$ cat config.mk
export PLATFORM = sky130hd
export DESIGN_NAME = dpd_power_detect
export DESIGN_NICKNAME = d
export VERILOG_FILES = /design/src/rtl/dpd_pkg.sv /design/src/rtl/dpd_sync_edge.sv /design/src/rtl/dpd_activity_timer.sv /design/src/rtl/dpd_state_ctrl.sv /design/src/rtl/dpd_power_detect.sv
export SDC_FILE = /design/constraint.sdc
export NUM_CORES = 1
export LEC_CHECK = 0
export BUFFER_PORTS_ARGS = -buffer_cell sky130_fd_sc_hd__buf_2
export CAP_MARGIN = 20
export CORE_ASPECT_RATIO = 0.8
export CORE_MARGIN = 10
export CORE_UTILIZATION = 60
export DETAILED_ROUTE_END_ITERATION = 6
export PLACE_DENSITY_LB_ADDON = 0.3
export SLEW_MARGIN = 40
export SYNTH_ARGS = -nofsm -noshare
export SYNTH_HDL_FRONTEND = slang
export SYNTH_HIERARCHICAL = 1
export SYNTH_SLANG_ARGS = --single-unit
$ cat constraint.sdc
create_clock -name clk -period 3.7 [get_ports clk]
set_clock_uncertainty 0.15 [all_clocks]
set_input_delay 0.185 -clock clk [delete_from_list [all_inputs] [get_ports clk]]
set_output_delay 0.185 -clock clk [all_outputs]
set_load 0.02 [all_outputs]
$ cat src/rtl/dpd_pkg.sv
// Shared types for the display power state detector.
// Assumes the state encoding is only used inside the block and its checker.
package dpd_pkg;

    typedef enum logic [1:0] {
        PWR_ON      = 2'd0,
        PWR_STANDBY = 2'd1,
        PWR_SUSPEND = 2'd2,
        PWR_OFF     = 2'd3
    } pwr_state_t;

    // Maps the two activity flags and the override onto the wanted state.
    function automatic pwr_state_t decode_power(input logic h_act,
                                                input logic v_act,
                                                input logic force_on);
        pwr_state_t s;
        if (force_on || (h_act && v_act)) s = PWR_ON;
        else if (v_act)                   s = PWR_STANDBY;
        else if (h_act)                   s = PWR_SUSPEND;
        else                              s = PWR_OFF;
        return s;
    endfunction

endpackage

$ cat src/rtl/dpd_sync_edge.sv
// Synchronises one asynchronous sync line into clk and flags any transition.
// Assumes STAGES >= 2. One extra flop holds the previous synchronised value,
// so the edge flag is polarity independent.
module dpd_sync_edge #(
    parameter int STAGES = 2
) (
    input  logic clk,
    input  logic rst_n,
    input  logic din,
    output logic edge_seen
);
    localparam int TAPS = STAGES + 1;

    logic [TAPS-1:0] chain_q;

    // Shift the raw input through the synchroniser and history flop.
    always_ff @(posedge clk) begin
        if (!rst_n) chain_q <= '0;
        else        chain_q <= {chain_q[TAPS-2:0], din};
    end

    // A transition is a difference between the newest safe sample and its predecessor.
    assign edge_seen = chain_q[STAGES-1] ^ chain_q[STAGES];

endmodule

$ cat src/rtl/dpd_activity_timer.sv
// Counts cycles since the last transition on one line and saturates at TIMEOUT.
// The line is active while the count is below TIMEOUT. After reset the line is silent.
module dpd_activity_timer #(
    parameter int TIMEOUT = 328
) (
    input  logic clk,
    input  logic rst_n,
    input  logic edge_seen,
    output logic active
);
    localparam int              CW    = $clog2(TIMEOUT + 1);
    localparam logic [CW-1:0]   LIMIT = CW'(TIMEOUT);

    logic [CW-1:0] idle_q;

    // Restart on a transition, otherwise count up to the limit and hold.
    always_ff @(posedge clk) begin
        if (!rst_n)              idle_q <= LIMIT;
        else if (edge_seen)      idle_q <= '0;
        else if (idle_q < LIMIT) idle_q <= idle_q + 1'b1;
    end

    assign active = (idle_q < LIMIT);

endmodule

$ cat src/rtl/dpd_state_ctrl.sv
// Holds the power state. Leaving on needs QUAL_CYCLES consecutive non-on
// targets; every other move is taken on the next clock.
// Assumes force_on is synchronous to clk.
module dpd_state_ctrl
    import dpd_pkg::*;
#(
    parameter int QUAL_CYCLES = 163840
) (
    input  logic       clk,
    input  logic       rst_n,
    input  logic       h_active,
    input  logic       v_active,
    input  logic       force_on,
    output pwr_state_t state_q
);
    localparam int            QW    = (QUAL_CYCLES > 1) ? $clog2(QUAL_CYCLES) : 1;
    localparam logic [QW-1:0] QLAST = QW'(QUAL_CYCLES - 1);

    logic [QW-1:0] qual_q;
    pwr_state_t    target;

    // Wanted state from the current activity flags.
    always_comb target = decode_power(h_active, v_active, force_on);

    // State register and qualification counter.
    always_ff @(posedge clk) begin
        if (!rst_n) begin
            state_q <= PWR_ON;
            qual_q  <= '0;
        end else if (state_q == PWR_ON) begin
            if (target == PWR_ON) begin
                qual_q <= '0;
            end else if (qual_q == QLAST) begin
                state_q <= target;
                qual_q  <= '0;
            end else begin
                qual_q <= qual_q + 1'b1;
            end
        end else begin
            state_q <= target;
            qual_q  <= '0;
        end
    end

endmodule

$ cat src/rtl/dpd_power_detect.sv
// Top of the display power state detector: two synchronised edge detectors,
// two activity timers, the state controller and the active-low indicator decode.
// Assumes clk is the low-frequency reference and the timeouts are set in its cycles.
module dpd_power_detect
    import dpd_pkg::*;
#(
    parameter int QUAL_CYCLES = 163840,
    parameter int H_TIMEOUT   = 328,
    parameter int V_TIMEOUT   = 3277,
    parameter int SYNC_STAGES = 2
) (
    input  logic clk,
    input  logic rst_n,
    input  logic hsync_in,
    input  logic vsync_in,
    input  logic force_on,
    output logic stby_n,
    output logic susp_n,
    output logic off_n,
    output logic save_n
);
    logic       h_edge, v_edge;
    logic       h_active, v_active;
    pwr_state_t cur_state;

    dpd_sync_edge #(.STAGES(SYNC_STAGES)) u_h_sync (
        .clk(clk), .rst_n(rst_n), .din(hsync_in), .edge_seen(h_edge)
    );

    dpd_sync_edge #(.STAGES(SYNC_STAGES)) u_v_sync (
        .clk(clk), .rst_n(rst_n), .din(vsync_in), .edge_seen(v_edge)
    );

    dpd_activity_timer #(.TIMEOUT(H_TIMEOUT)) u_h_timer (
        .clk(clk), .rst_n(rst_n), .edge_seen(h_edge), .active(h_active)
    );

    dpd_activity_timer #(.TIMEOUT(V_TIMEOUT)) u_v_timer (
        .clk(clk), .rst_n(rst_n), .edge_seen(v_edge), .active(v_active)
    );

    dpd_state_ctrl #(.QUAL_CYCLES(QUAL_CYCLES)) u_ctrl (
        .clk(clk), .rst_n(rst_n), .h_active(h_active), .v_active(v_active),
        .force_on(force_on), .state_q(cur_state)
    );

    // Active-low indicators, one per saving state plus the light-saving group.
    always_comb begin
        stby_n = (cur_state != PWR_STANDBY);
        susp_n = (cur_state != PWR_SUSPEND);
        off_n  = (cur_state != PWR_OFF);
        save_n = !((cur_state == PWR_STANDBY) || (cur_state == PWR_SUSPEND));
    end

endmodule

==> metrics list <==
- Count of standard-cell rows: 19
- Of the total power, registers draw 0.523.
- The design draws 1110 uW.
* Kind of capture point of the worst setup path: flip-flop
- The final max-slew violation count came to 0.
- In this run the critical register-to-register path is launched from u_v_timer/idle_q[0].
- The floorplan step set the die width to 88.8 um.
* Net count after synthesis: ~260
- After clock tree synthesis, the repair step resized 0 gates.
* Share of async-settable or async-resettable flops after synthesis: 0
* Count of flip-flops with a built-in enable after synthesis: 0
- Worst setup path category: reg -> reg
- Maximum number of pins on one net before global-route repair: 21
* Setup tns final: 0 ns
* Number of failing setup endpoints in the final timing report: 0
- Initial core utilization: 0.641
- For this block, the initial DRC count from the detailed router was 87.
* Primary flip-flop cell chosen by synthesis mapping: sky130_fd_sc_hd__dfxtp_1
- From bottom edge to top edge, the die measures roughly 75 um.
- At the worst endpoint, the required time is around 3.8 ns.
* Buffers on Ports: 8
- 0 antenna diodes ended up in the layout.
- Length of the first detailed-routing pass in iterations: 4
* Root Buffer Master: sky130_fd_sc_hd__clkbuf_8
* Leak pwr: 0.000900 uW
- Outcome: complete, no violations
- Design internal power: a little under 800 uW
- Longest Clk Path Bufs: 2
* Portion of synthesized cell area occupied by the leading cell type: 0.414
* Core region area: between 3000 and 4000 sq um
- Endpoint of the worst setup timing path: u_ctrl/qual_q[6]
* Weighted congestion reported at the end of routability-driven placement: roughly 0.84
- Hold Vio Cnt, Final: 0
- Fmax: 421 MHz
* Number of DRC violations after detailed routing: 0
- Of all cell types, the one taking the most synthesized area is sky130_fd_sc_hd__dfxtp_1.
- Gr ovfl total: 0
* Top-Level Pins: 9
- The H-tree was split into 2 levels.
- The net count of the finished layout is 278.
- Across all register-to-register paths, the minimum setup slack is 1.32 ns.
- Vias in the first global route: between 1,500 and 2,000
- The path class of the tightest hold or removal check is in -> reg.
- Storage cell area: between 900 and 1000 sq um
* Total CTS buffers: 5
- Mean instance size in the synthesized netlist: between 9 and 10 sq um
- Of the cells placed in the final design, the portion with a size suffix greater than 1 is 0.109.
- Die area: between 6000 and 7000 sq um
* Final period utilization: 0.643
- Ranked by total cell area, the synthesized netlist is headed by sky130_fd_sc_hd__dfxtp_1 41%, sky130_fd_sc_hd__nor2_1 4.8%, sky130_fd_sc_hd__xnor2_1 4.2%.
- Power spread over the standard cell area amounts to roughly 450 nW/um^2.
- Path depth of the worst reg2reg path: 9
- After filler insertion, the fill cell instance count of the layout stands at around 290.
* Highest fanout seen on the critical path: 14
* Number of cells on the worst hold path: 3
* Detailed Route WL: ~4100 um
- Synth Instances: roughly 250
* Sinks on the clock net: 47
- In this run the power spent charging and discharging nets is approximately 330 uW.
* Commonest cells in the netlist: 47 x sky130_fd_sc_hd__dfxtp_1, 29 x sky130_fd_sc_hd__nor2_1, 15 x sky130_fd_sc_hd__nand2_1, 13 x sky130_fd_sc_hd__inv_1
- Synthesized area: about 2300 sq um
- The routed layout has roughly 1,800 vias.
- Source of the critical timing path: u_v_timer/idle_q[0]
* Wirelength per Cell: around 13 um
- Summing all multi-input logic gate instances after layout gives 1270 sq um.
* End of the worst register-to-register path: u_ctrl/qual_q[6]
- Slew @ Worst Pin: 0.586 ns
- Area Growth Syn to Fin: 8.65%
* Clock Latency Late Sink: approximately 0.30 ns
- Counting distinct cell types in the post-synthesis netlist gives 50.
- Worst Path Arrival: between 2 and 2.5 ns
- TritonCTS built the clock tree.
- Post-detail-place hpwl: 2910 um
- The count of nets left with antenna violations once routing finished came out at 0.
* Via density per instance: 5.77
* CTS clock-pin slew for the worst setup and hold paths: 0.08 ns
- The Yosys step of the flow raised 6 warnings.
* Global-route wire length before repair: roughly 7400 um
- Net switching share of the total power: 0.296
- Setup repair after global routing left no endpoint under its margin.
* Clock period minus worst slack: around 2.4 ns
* All-Layer GR Usage: 0.137
- sky130_fd_sc_hd__dfxtp_1 is the most common cell in the netlist.
- Flops & latches, synth: 47
- Measured against its own limit, the worst slew margin works out to 0.605.
* Combinational group share of total power: 0.187
- Antenna violations before repair: 0
- Min Hold Slack: roughly 0.074 ns
- Proportion of power drawn by the clock network: 0.289
- The share of the Yosys chip area taken by registers is 0.414.
- Max-cap violations: 0
* Worst supply voltage drop on vdd: around 0.28 mV
* Critical path startpoint category: flip-flop
## worst max-delay path, cell delays in order (launching register included)
cell and delay, ns:
sky130_fd_sc_hd__dfxtp_1 0.42, sky130_fd_sc_hd__inv_1 0.10, sky130_fd_sc_hd__ha_1 0.20, sky130_fd_sc_hd__nand3b_1 0.19, sky130_fd_sc_hd__a211oi_4 0.50, sky130_fd_sc_hd__inv_1 0.11, sky130_fd_sc_hd__nand2_1 0.10, sky130_fd_sc_hd__and3b_1 0.21
sky130_fd_sc_hd__o21ai_2 0.19, sky130_fd_sc_hd__nor2_1 0.16
## flip-flops by register name (all words and copies together) (netlist names)
register and cells:
u_ctrl/qual_q 18, u_v_timer/idle_q 12, u_h_timer/idle_q 9, u_h_sync/chain_q 3, u_v_sync/chain_q 3, u_ctrl/state_q 2
## power groups by stage
stage | Sequential, uW | Combinational [uW] | Clock (uW)
after global routing | 589 | 236 | 349
after CTS | 581 | 210 | 332
final | 583 | 209 | 322
after detailed placement | 592 | 205 | 0
after floorplan | 581 | 174 | 0
after global placement | 590 | 201 | 0
## worst min path at each step
stage                   from                   to  slack, ns
floorplan              rst_n  u_v_timer/idle_q[7]       0.11
detailed placement  vsync_in  u_v_sync/chain_q[0]       0.25
finish              force_on    u_ctrl/state_q[1]       0.07
global route        force_on    u_ctrl/state_q[1]       0.10
global placement    vsync_in  u_v_sync/chain_q[0]       0.24
CTS                 force_on    u_ctrl/state_q[1]       0.07
## cell type report
cell class,count,area share
clock buffers,6,0.0335
clock inverters,2,0.00659
inverters,13,0.0198
multi-input cells,189,0.513
flip-flops and latches,47,0.381
well taps,42,0.0213
repair buffers,10,0.0243
## cells by family after synthesis
group           after synthesis  share of synthesized area
mux                           7                     0.0309
fa+ha+maj                     7                     0.0386
compound gates               38                      0.121
buf+inv                      16                     0.0314
simple gates                118                      0.291
xor+xnor                     19                     0.0733
flops                        47                      0.414
## routing by layer
layer  global-route usage  share of wire
met4               0.0429         0.0092
met3               0.0345          0.051
met5                    0              0
met1                0.170           0.50
met2                0.227           0.44
## stage by stage
stage                     area [sq um]   util  std cells  setup WS, ns
final                             2470  0.697        309          1.32
after floorplan                   2270      -        252          1.54
after CTS                         2460  0.694        309          1.32
after global placement            2340  0.661        299          1.47
after detailed placement          2340  0.661        299          1.36
after global routing              2470  0.697        309          1.09
## timing repair
action                                 4_1_cts  5_1_grt
hold buffers                                 2        0
buffers inserted                             0        0
endpoints found under the hold margin        2        0
## placed cells by master, fill, tap and decap left out, types with 2 or more instances in the layout
cell	synthesis	final
sky130_fd_sc_hd__dfxtp_1	47	47
sky130_fd_sc_hd__nor2_1	29	29
sky130_fd_sc_hd__nand2_1	15	15
sky130_fd_sc_hd__inv_1	13	13
sky130_fd_sc_hd__xnor2_1	11	11
sky130_fd_sc_hd__o21ai_0	11	11
sky130_fd_sc_hd__nand3_1	10	10
sky130_fd_sc_hd__nor3_1	9	9
sky130_fd_sc_hd__buf_2	0	8
sky130_fd_sc_hd__nand2b_1	8	8
sky130_fd_sc_hd__nor4_1	8	8
sky130_fd_sc_hd__nand4_1	8	8
sky130_fd_sc_hd__ha_1	7	7
sky130_fd_sc_hd__xor2_1	8	7
sky130_fd_sc_hd__mux2i_1	7	7
sky130_fd_sc_hd__clkbuf_8	0	6
sky130_fd_sc_hd__and3_1	6	6
sky130_fd_sc_hd__a21oi_1	5	5
sky130_fd_sc_hd__and2_1	4	4
sky130_fd_sc_hd__or3_1	3	3
sky130_fd_sc_hd__o21ai_1	3	3
sky130_fd_sc_hd__dlygate4sd3_1	0	2
sky130_fd_sc_hd__or4_4	2	2
sky130_fd_sc_hd__o221ai_1	2	2
sky130_fd_sc_hd__nand3b_1	2	2
sky130_fd_sc_hd__and2_2	2	2
sky130_fd_sc_hd__o31ai_1	2	2
sky130_fd_sc_hd__a311o_1	2	2
sky130_fd_sc_hd__and4_1	2	2
sky130_fd_sc_hd__a41oi_1	2	2
sky130_fd_sc_hd__nor2b_1	2	2
Note: power is estimated with default switching activity, not from simulation.
